==> config.mk <==
export PLATFORM = sky130hd
export DESIGN_NAME = phy_evt_stats
export DESIGN_NICKNAME = d
export VERILOG_FILES = /design/src/rtl/phy_evt_stats_pkg.sv /design/src/rtl/stat_counter.sv /design/src/rtl/pkt_err_tracker.sv /design/src/rtl/phy_evt_stats.sv
export SDC_FILE = /design/constraint.sdc
export NUM_CORES = 1
export LEC_CHECK = 0
export BUFFER_PORTS_ARGS = -buffer_cell sky130_fd_sc_hd__buf_2
export CAP_MARGIN = 0
export CORE_AREA = 2 2 56 97
export DETAILED_ROUTE_END_ITERATION = 8
export DIE_AREA = 0 0 58 99
export PLACE_DENSITY = 0.78
export SYNTH_ARGS = -nofsm -noshare
export SYNTH_HDL_FRONTEND = slang
export SYNTH_SLANG_ARGS = --single-unit
==> constraint.sdc <==
create_clock -name clk -period 1.97 [get_ports clk]
set_clock_uncertainty 0.2 [all_clocks]
set_input_delay 0.197 -clock clk [delete_from_list [all_inputs] [get_ports clk]]
set_output_delay 0.197 -clock clk [all_outputs]
set_load 0.01 [all_outputs]
==> src/rtl/phy_evt_stats_pkg.sv <==
package phy_evt_stats_pkg;
    // per-packet sticky state collected between end-of-packet markers
    typedef struct packed {
        logic err;
        logic col;
    } pkt_flags_t;
endpackage

==> src/rtl/stat_counter.sv <==
module stat_counter #(
    parameter int W   = 16,
    parameter bit SAT = 1'b0
) (
    input  logic         clk,
    input  logic         rst,
    input  logic         inc,
    input  logic         clr,
    output logic [W-1:0] value
);
    typedef struct packed {
        logic [W-1:0] cnt;
    } cnt_state_t;

    localparam logic [W-1:0] ONE = W'(1);

    cnt_state_t st_d, st_q;
    logic [W-1:0] bumped;

    generate
        if (SAT) begin : g_hold
            assign bumped = (&st_q.cnt) ? st_q.cnt : st_q.cnt + ONE;
        end else begin : g_roll
            assign bumped = st_q.cnt + ONE;
        end
    endgenerate

    always_comb begin
        st_d = st_q;
        if (clr) begin
            st_d.cnt = inc ? ONE : '0;
        end else if (inc) begin
            st_d.cnt = bumped;
        end
    end

    always_ff @(posedge clk) begin
        if (rst) begin
            st_q <= '0;
        end else begin
            st_q <= st_d;
        end
    end

    assign value = st_q.cnt;
endmodule

==> src/rtl/pkt_err_tracker.sv <==
module pkt_err_tracker
    import phy_evt_stats_pkg::*;
(
    input  logic clk,
    input  logic rst,
    input  logic rx_crs,
    input  logic rx_err,
    input  logic rx_col,
    input  logic rx_eop,
    output logic bad_pkt
);
    pkt_flags_t fl_d, fl_q;
    logic seen_err, seen_col;

    always_comb begin
        seen_err = fl_q.err | (rx_crs & rx_err);
        seen_col = fl_q.col | (rx_crs & rx_col);
        bad_pkt  = rx_eop & seen_err & ~seen_col;
        fl_d.err = rx_eop ? 1'b0 : seen_err;
        fl_d.col = rx_eop ? 1'b0 : seen_col;
    end

    always_ff @(posedge clk) begin
        if (rst) begin
            fl_q <= '0;
        end else begin
            fl_q <= fl_d;
        end
    end
endmodule

==> src/rtl/phy_evt_stats.sv <==
module phy_evt_stats #(
    parameter int CNT_W = 16
) (
    input  logic             clk,
    input  logic             rst,
    input  logic             disc_evt,
    input  logic             fc_evt,
    input  logic             rx_crs,
    input  logic             rx_err,
    input  logic             rx_col,
    input  logic             rx_eop,
    input  logic             clr_disc,
    input  logic             clr_fc,
    input  logic             clr_rxe,
    output logic [CNT_W-1:0] disc_cnt,
    output logic [CNT_W-1:0] fc_cnt,
    output logic [CNT_W-1:0] rxe_cnt
);
    logic bad_pkt;

    pkt_err_tracker u_trk (
        .clk    (clk),
        .rst    (rst),
        .rx_crs (rx_crs),
        .rx_err (rx_err),
        .rx_col (rx_col),
        .rx_eop (rx_eop),
        .bad_pkt(bad_pkt)
    );

    stat_counter #(.W(CNT_W), .SAT(1'b0)) u_disc (
        .clk(clk), .rst(rst), .inc(disc_evt), .clr(clr_disc), .value(disc_cnt)
    );

    stat_counter #(.W(CNT_W), .SAT(1'b1)) u_fc (
        .clk(clk), .rst(rst), .inc(fc_evt), .clr(clr_fc), .value(fc_cnt)
    );

    stat_counter #(.W(CNT_W), .SAT(1'b1)) u_rxe (
        .clk(clk), .rst(rst), .inc(bad_pkt), .clr(clr_rxe), .value(rxe_cnt)
    );
endmodule

==> impl_results.md, run 1 <==
- Max Transition Viols Final: 0
- Hold Path Origin: rx_col
- Multi-input gate area: 0.00154 mm2
- Port Buffers: 58
- Syn. warnings: 0
- IO Pins: 59
- Pwr Total: 1.84 mW
- Most common cell in the netlist: dfxtp_1
- Switching part of the total: 0.219
- Routed Antenna Nets: 0
- Synth Area in XOR/XNOR: 0.0372
- Placed Cells: 411
- Initial Util: 0.525
- Worst-Margin Slew: 0.523 ns
- Sequential area share after synthesis: 0.386
- GRT Util Overall: 0.225
- Critical path type: reg -> reg
- Main flop type after synthesis: dfxtp_1
- Mux share of post-synthesis cell area: 0.0352
- Final worst-path cycle share: 0.972
- Fin. Hold Viols: 0
- Post-Syn Instances: 299
- Final setup fails: 0
- Core area: 0.00493 mm2
- FF/Latch Area: 0.00101 mm2
- Clk buf depth: 2
- P_sw: 403 uW
- Initial antenna violation count: 0
- TNS Setup: 0 ns
- Vias per cell: 6.11
- Post-synthesis cell type count: 52
- HPWL after DPL: 4680 um
- GP Congestion: 0.880
- Min-Delay Path Class: in -> reg
- Adder-Cell Fraction of Synth Area: 0.0145
- Total grt overflow: 0
- Compound-Gate Fraction of Synth Area: 0.170
- Synth top area cells: dfxtp_1 39%, a21oi_1 4.4%, nand2_1 3.6%
- Crit start category: flip-flop
- Number of synthesized flops with an enable pin: 0
- Comb power frac: 0.052
- Peak Freq: 0.522 GHz
- Hold Slack: 0.000216 ns
- Drt wl/cell: 14.7 um
- Worst VDD drop: 0.476 mV
- Reg clk slew, reported paths: 0.10 ns
- Diodes inserted: 0
- Vias in the first global route: 2388
- Pre-CTS setup slack: 0.0842 ns
- #FFs+latches synth: 50
- Non-filler instance count after layout: 423
- Synth Area in Simple Gates: 0.328
- Maxcap violations: 0
- Post-Syn Area: 0.00259 mm2
- Status: completed
- CTS Buf Count: 5
- Mean post-synth cell area: 8.67 um2
- CTS tree: built
- Yosys top cell area share: 0.386
- Sequential fraction of design power: 0.557
- Largest net degree at the start of global routing: 17
- FF-to-FF Start: u_fc.value[1]
- Top cells by count, synth: 50 x dfxtp_1, 25 x nand2_1, 23 x a21oi_1
- Initial DRT Pass Iterations: 4
- Cell taking the most area after synthesis: dfxtp_1
- Synth Net Count: 313
- Share of cells above drive strength 1: 0.276
- Pleak: 1.21 nW
- Slew HR: 0.650
- Required @ worst endpoint: 2.00 ns
- H-tree levels: 2
- Nets@finish: 382
- Area growth from synthesis to layout: 22.0%
- Min Tclk post-route: 1.91 ns
- Die H: 99 um
- Die area: 0.00574 mm2
- Sink Count: 50
- Async S/R FF share, synth: 0
- Clock Latency Late Sink: 0.30 ns
- Die width: 58 um
- # fillers: 434
- Post-Route WL: 6230 um
- Crit path DAT: 1.95 ns
- Residual DRC: 0
- Largest family of logic cells by synthesized area: simple AND/OR/NAND/NOR gates
- Root buf cell: clkbuf_8
- CP startpoint: u_fc.value[1]
- Row count: 34
- Power share of the clock group: 0.391
- First-pass GRT wire length: 10500 um
- Vias: 2583
- Detailed Route Iter0 Violations: 99
- Crit end category: flip-flop
- CP max FO: 4
- Final setup margin: 0.0553 ns
- Power per cell area: 581 mW/mm2
- Pint: 1.44 mW
-- flip-flops by register name (all words and copies together), names as in the netlist --
register      count
u_trk.fl_q        2
u_fc.value       16
u_rxe.value      16
u_disc.value     16
-- metal layers --
layer | vias up | routed length, um | global-route usage
met1 | 1224 | 2470 | 0.255
met2 | 59 | 3340 | 0.400
met5 | - | 0 | 0
met3 | 14 | 252 | 0.0394
met4 | 0 | 176 | 0.0984
li1 | 1286 | - | -
-- placed cells by master (no fill, tap or decap), types with 7 or more instances in the layout --
master | synthesis | routed
or3_1 | 14 | 14
mux2i_1 | 8 | 8
nand4_1 | 13 | 13
nand3_1 | 15 | 15
xnor2_1 | 7 | 7
nor2_1 | 21 | 21
or4_1 | 11 | 11
buf_4 | 0 | 14
o21ai_0 | 11 | 11
a21oi_1 | 23 | 23
dfxtp_1 | 50 | 46
nor4_1 | 9 | 8
nand2_1 | 25 | 23
o31ai_1 | 9 | 9
buf_2 | 4 | 58
-- power by group through the flow --
stage          clock (mW)  sequential (mW)  combinational (mW)
3_5_place_dp            0             1.05              0.0912
4_1_cts             0.737             1.02              0.0954
6_report            0.718             1.02              0.0962
3_3_place_gp            0             1.05              0.0895
2_1_floorplan           0             1.05              0.0516
5_1_grt             0.772             1.03               0.108
-- metrics by stage --
stage                     instance area [um2]   util
after floorplan                          2590      -
after global routing                     3160  0.641
after global placement                   2990  0.605
final                                    3160  0.641
after CTS                                3130  0.634
after detailed placement                 2990  0.605
-- timing repair --
item / 4_1_cts / 5_1_grt
endpoints found under the setup margin: 0 / 17
hold buffers: 3 / 0
resized for setup: 0 / 9
setup buffers: 0 / 1
endpoints found under the hold margin: 4 / 0
-- cell type report --
class | count | share of cell area
multi-input cells | 232 | 0.487
flip-flops and latches | 50 | 0.318
repair buffers | 75 | 0.134
clock buffers | 6 | 0.0229
well taps | 54 | 0.0214
clock inverters | 2 | 0.0119
inverters | 4 | 0.00475
-- final timing paths --
path | slack, ns | to | cells after the start
worst max register to register | 0.06 | u_fc.value[12] | 5
worst max-delay path | 0.06 | u_fc.value[12] | 5
worst min register to register | 0.30 | u_rxe.value[1] | 2
worst min-delay path | 0.0002 | u_trk.fl_q[0] | 3
-- worst max-delay path, stage by stage, from the launching register on --
cell	delay, ns
dfxtp_2	0.37
ha_4	0.15
nand4_1	0.21
a211oi_2	0.32
or4b_1	0.45
a21oi_1	0.15
-- logic make-up after synthesis --
family | Yosys count
flops | 50
mux | 9
fa+ha+maj | 3
buf+inv | 17
compound gates | 66
simple gates | 143
xor+xnor | 11
(Power assumes the default switching activity.)
==> run 2, diff against run 1 <==
--- a/config.mk
+++ b/config.mk
@@ -7,10 +7,13 @@
 export LEC_CHECK = 0
 export BUFFER_PORTS_ARGS = -buffer_cell sky130_fd_sc_hd__buf_2
 export CAP_MARGIN = 0
-export CORE_AREA = 2 2 56 97
+export CELL_PAD_IN_SITES_DETAIL_PLACEMENT = 1
+export CELL_PAD_IN_SITES_GLOBAL_PLACEMENT = 2
+export CORE_AREA = 2 2 72 125
 export DETAILED_ROUTE_END_ITERATION = 8
-export DIE_AREA = 0 0 58 99
-export PLACE_DENSITY = 0.78
+export DIE_AREA = 0 0 74 127
+export PLACE_DENSITY_LB_ADDON = 0.1
+export SLEW_MARGIN = 20
 export SYNTH_ARGS = -nofsm -noshare
 export SYNTH_HDL_FRONTEND = slang
 export SYNTH_SLANG_ARGS = --single-unit
==> run 2 against run 1 <==
Effect of this change: hold slack better by 0.037 ns; global-route usage decreased by 5.1 points; first-iteration DRC count shrank 55%; core utilization is 24 points lower; setup slack got worse by 0.027 ns; design area rose by 5.1%; critical endpoint unchanged.
==> impl_results.md, run 2 (synthesis results as in run 1) <==
- Worst-Margin Slew: 0.554 ns
- Total grt overflow: 0
- Drt wl/cell: 15.8 um
- Critical path's top delay family: simple AND/OR/NAND/NOR gates
- Port Buffers: 58
- Reg clk slew, reported paths: 0.07 ns
- HPWL after DPL: 5920 um
- Root buf cell: clkbuf_16
- Power per cell area: 641 mW/mm2
- Initial Util: 0.312
- Crit end category: flip-flop
- Final setup fails: 0
- Die H: 127 um
- IO Pins: 59
- Vias in the first global route: 2716
- Nets@finish: 385
- Clock Latency Late Sink: 0.29 ns
- Vias: 2598
- CTS tree: built
- Detailed Route Iter0 Violations: 45
- Largest net degree at the start of global routing: 17
- Die area: 0.00940 mm2
- Die width: 74 um
- Diodes inserted: 0
- Post-Route WL: 7690 um
- Hold Path Origin: rx_col
- Unrepaired setup endpoints after global routing: yes
- Sink Count: 50
- GRT Util Overall: 0.175
- Reg2reg end: u_fc.value[12]
- Min Tclk post-route: 1.94 ns
- Slew HR: 0.630
- Core area: 0.00831 mm2
- Setup slack, reg-to-reg: 0.03 ns
- Pleak: 1.25 nW
- GP Congestion: 0.811
- Initial DRT Pass Iterations: 4
- Worst path cell trace: ha_4 -> nand4_1 -> a211oi_2 -> or4b_4 -> a21oi_2
- Util after Layout: 0.400
- CTS Buf Count: 5
- Critical path type: reg -> reg
- Most common cell after layout, fill and taps aside: buf_2
- CP Buf/Inv Count: 0
- Worst VDD drop: 0.331 mV
- CP startpoint: u_fc.value[1]
- Final setup margin: 0.0284 ns
- FF/Latch Area: 0.00101 mm2
- FF-to-FF Start: u_fc.value[1]
- Max Transition Viols Final: 0
- Min-Delay Path Class: in -> reg
- Commonest cells after routing, fill and taps aside: 58 x buf_2, 44 x dfxtp_1, 24 x nand2_1, 22 x a21oi_1, 21 x nor2_1
- Clk buf depth: 2
- Crit start category: flip-flop
- Share of cells above drive strength 1: 0.301
- Required @ worst endpoint: 2.00 ns
- Status: completed
- Row count: 44
- Critical Path Max Stage Delay: 0.50 ns
- Cell at the slowest stage of the critical path: or4b_4
- H-tree levels: 2
- CP Capture Point: u_fc.value[12]
- Peak Freq: 0.515 GHz
- Crit path DAT: 1.98 ns
- First-pass GRT wire length: 13000 um
- # fillers: 1026
- Pre-CTS setup slack: 0.0613 ns
- Multi-input gate area: 0.00155 mm2
- Vias per cell: 5.33
- Initial antenna violation count: 0
- Levels on crit path: 5
- CP max FO: 4
- Area growth from synthesis to layout: 28.2%
- Fin. Hold Viols: 0
- Residual DRC: 0
- Maxcap violations: 0
- Hold Slack: 0.0372 ns
- R2r worst-path depth: 5
- Final worst-path cycle share: 0.986
- Routed Antenna Nets: 0
[run 2: cell count changes in the layout (fill, tap and decap cells not counted), moves of 2 or more]
cell / previous run / this run
buf_4: 14 / 19
clkbuf_16: 0 / 5
clkbuf_8: 5 / 0
dfxtp_1: 46 / 44
dfxtp_2: 4 / 6
dlygate4sd3_1: 3 / 1
[run 2: repair_timing]
item,in CTS,in global routing
hold buffers,1,0
gates resized for setup,0,14
endpoints found under the setup margin,0,18
setup buffers,0,2
endpoints found under the hold margin,2,0
[run 2: per-stage QoR]
step	cell area [um2]	instances	power, mW	TNS, ns
2_1_floorplan	2590	299	1.10	0
3_3_place_gp	3090	476	1.14	0
3_5_place_dp	3090	476	1.14	0
4_1_cts	3270	485	2.17	0
5_1_grt	3320	487	2.22	-0.0453
6_report	3320	487	2.13	0
[run 2: worst register-to-register path, cell delays in order, from the launching register on]
cell and delay [ns]:
dfxtp_2 0.36, ha_4 0.15, nand4_1 0.21, a211oi_2 0.33, or4b_4 0.50, a21oi_2 0.13
[run 2: metal layers]
metal / global-route usage / part of all wire / vias up
met5: 0 / 0 / -
met3: 0.0308 / 0.030 / 11
met4: 0.0674 / 0.022 / 0
met1: 0.196 / 0.39 / 1258
li1: - / - / 1285
met2: 0.316 / 0.55 / 44
[run 2: power breakdown]
| part | leakage [nW] | internal (mW) | switching, mW |
|---|---|---|---|
| logic | 0.763 | 0.0378 | 0.0612 |
| clock network | 0.0771 | 0.601 | 0.407 |
| registers | 0.406 | 1.02 | 0.00604 |
| total | 1.25 | 1.66 | 0.474 |
[run 2: how the worst min path moves through the flow]
stage / endpoint / depth (start not counted)
after floorplan: u_trk.fl_q[1] / 1
after global placement: u_trk.fl_q[1] / 2
after detailed placement: u_trk.fl_q[1] / 2
after CTS: u_disc.value[0] / 3
after global routing: u_fc.value[1] / 3
final: u_trk.fl_q[0] / 3
[run 2: cell type report]
cell class,count,share of cell area
multi-input cells,232,0.466
repair buffers,78,0.133
well taps,115,0.0433
flip-flops and latches,50,0.303
inverters,4,0.00452
clock inverters,2,0.0113
clock buffers,6,0.0388
==> run 3, diff against run 2 <==
==> constraint.sdc (replaced) <==
create_clock -name clk -period 1.97 [get_ports clk]
set_clock_uncertainty 0.2 [all_clocks]
set_input_delay 0.0985 -clock clk [delete_from_list [all_inputs] [get_ports clk]]
set_output_delay 0.0985 -clock clk [all_outputs]
set_load 0.01 [all_outputs]
==> run 3 against run 2 <==
Effect of this change: routed wire length grew 2.5%; clock power barely moved; largest power group unchanged; via count up 1.7%; sequential cell count unchanged; design area increased by 3.2%; non-clock buffer count is 9 higher.
==> impl_results.md, run 3 (synthesis results as in run 1) <==
- Sink Count: 50
- TNS Setup: 0 ns
- Max Transition Viols Final: 0
- First-pass GRT wire length: 13100 um
- Commonest cells after routing, fill and taps aside: 58 x buf_2, 47 x dfxtp_1, 23 x nand2_1, 23 x a21oi_1, 21 x nor2_1
- Pleak: 1.29 nW
- Clk buf depth: 2
- Worst-Margin Slew: 0.589 ns
- Share of cells above drive strength 1: 0.289
- IO Pins: 59
- Hold Path Depth: 3
- Initial Util: 0.312
- Fin. Hold Viols: 0
- Die area: 0.00940 mm2
- Initial DRT Pass Iterations: 4
- Pwr Total: 2.15 mW
- Final worst-path cycle share: 0.977
- Min Tclk post-route: 1.92 ns
- Port Buffers: 58
- Clock Latency Late Sink: 0.29 ns
- Largest net degree at the start of global routing: 17
- Crit start category: flip-flop
- Power per cell area: 626 mW/mm2
- Slew HR: 0.606
- Vias per cell: 5.32
- Peak Freq: 0.520 GHz
- Post-Route WL: 7890 um
- Worst VDD drop: 0.447 mV
- Status: completed
- Vias: 2641
- Routed Antenna Nets: 0
- Crit path DAT: 1.95 ns
- Residual DRC: 0
- Multi-input gate area: 0.00157 mm2
- Row count: 44
- Required @ worst endpoint: 1.99 ns
- CTS Buf Count: 5
- Finished Cell Area: 0.00343 mm2
- Most common cell after layout, fill and taps aside: buf_2
- Detailed Route Iter0 Violations: 67
- Total grt overflow: 0
- Placed Cells: 476
- HPWL after DPL: 5970 um
- CP max FO: 4
- Crit end category: flip-flop
- Diodes inserted: 0
- GRT Util Overall: 0.176
- Final setup fails: 0
- Core area: 0.00831 mm2
- CTS tree: built
- FF/Latch Area: 0.00100 mm2
- Drt wl/cell: 15.9 um
- Min-Delay Path Class: in -> reg
- Reg clk slew, reported paths: 0.07 ns
- Hold Slack: 0.0146 ns
- Maxcap violations: 0
- H-tree levels: 2
- Area growth from synthesis to layout: 32.4%
- # fillers: 1015
- Nets@finish: 394
- Critical path type: reg -> reg
- GP Congestion: 0.820
- R2r worst-path depth: 5
- Vias in the first global route: 2701
- Initial antenna violation count: 0
- Placed Area: 0.00309 mm2
- Die H: 127 um
- Root buf cell: clkbuf_16
- Die width: 74 um
- Non-filler instance count after layout: 496
## run 3: worst max-delay path, stage by stage (launching register included)
cell and delay (ns):
dfxtp_1 0.39, ha_4 0.17, nand4_1 0.21, a211oi_2 0.29
or4b_1 0.46, a21oi_1 0.15
## run 3: metal layers
layer | wire length (um) | vias to the layer above | global-route usage | part of all wire
met5 | 0 | - | 0 | 0
met3 | 216 | 8 | 0.0284 | 0.027
met1 | 3080 | 1294 | 0.192 | 0.39
met2 | 4430 | 36 | 0.328 | 0.56
met4 | 156 | 0 | 0.0663 | 0.020
li1 | - | 1303 | - | -
## run 3: final timing paths
check / start / to / slack (ns)
max reg2reg: u_fc.value[0] / u_fc.value[12] / 0.05
max: u_fc.value[0] / u_fc.value[12] / 0.05
min reg2reg: u_rxe.value[1] / u_rxe.value[1] / 0.29
min: clr_rxe / u_rxe.value[10] / 0.01
## run 3: layout make-up
| cell class | count | area share |
|---|---|---|
| repair buffers | 87 | 0.156 |
| inverters | 4 | 0.00437 |
| flip-flops and latches | 50 | 0.293 |
| clock buffers | 6 | 0.0376 |
| multi-input cells | 232 | 0.457 |
| well taps | 115 | 0.0419 |
| clock inverters | 2 | 0.0109 |
## run 3: power breakdown
part | leakage, nW | internal, mW | switching, mW
clock network | 0.0771 | 0.601 | 0.410
registers | 0.405 | 1.02 | 0.00668
logic | 0.809 | 0.0486 | 0.0655
## run 3: metrics by stage
| stage | worst slack [ns] | utilization |
|---|---|---|
| floorplan | 0.107 | - |
| global placement | 0.0570 | 0.372 |
| detailed placement | 0.0578 | 0.372 |
| CTS | 0.0300 | 0.403 |
| global route | -0.0336 | 0.413 |
| finish | 0.0452 | 0.413 |
## run 3: repair_timing
item	CTS	global route
hold endpoints to repair	7	0
hold buffers	9	0
gates resized for setup	0	14
buffers inserted	0	3
setup endpoints to repair	0	24
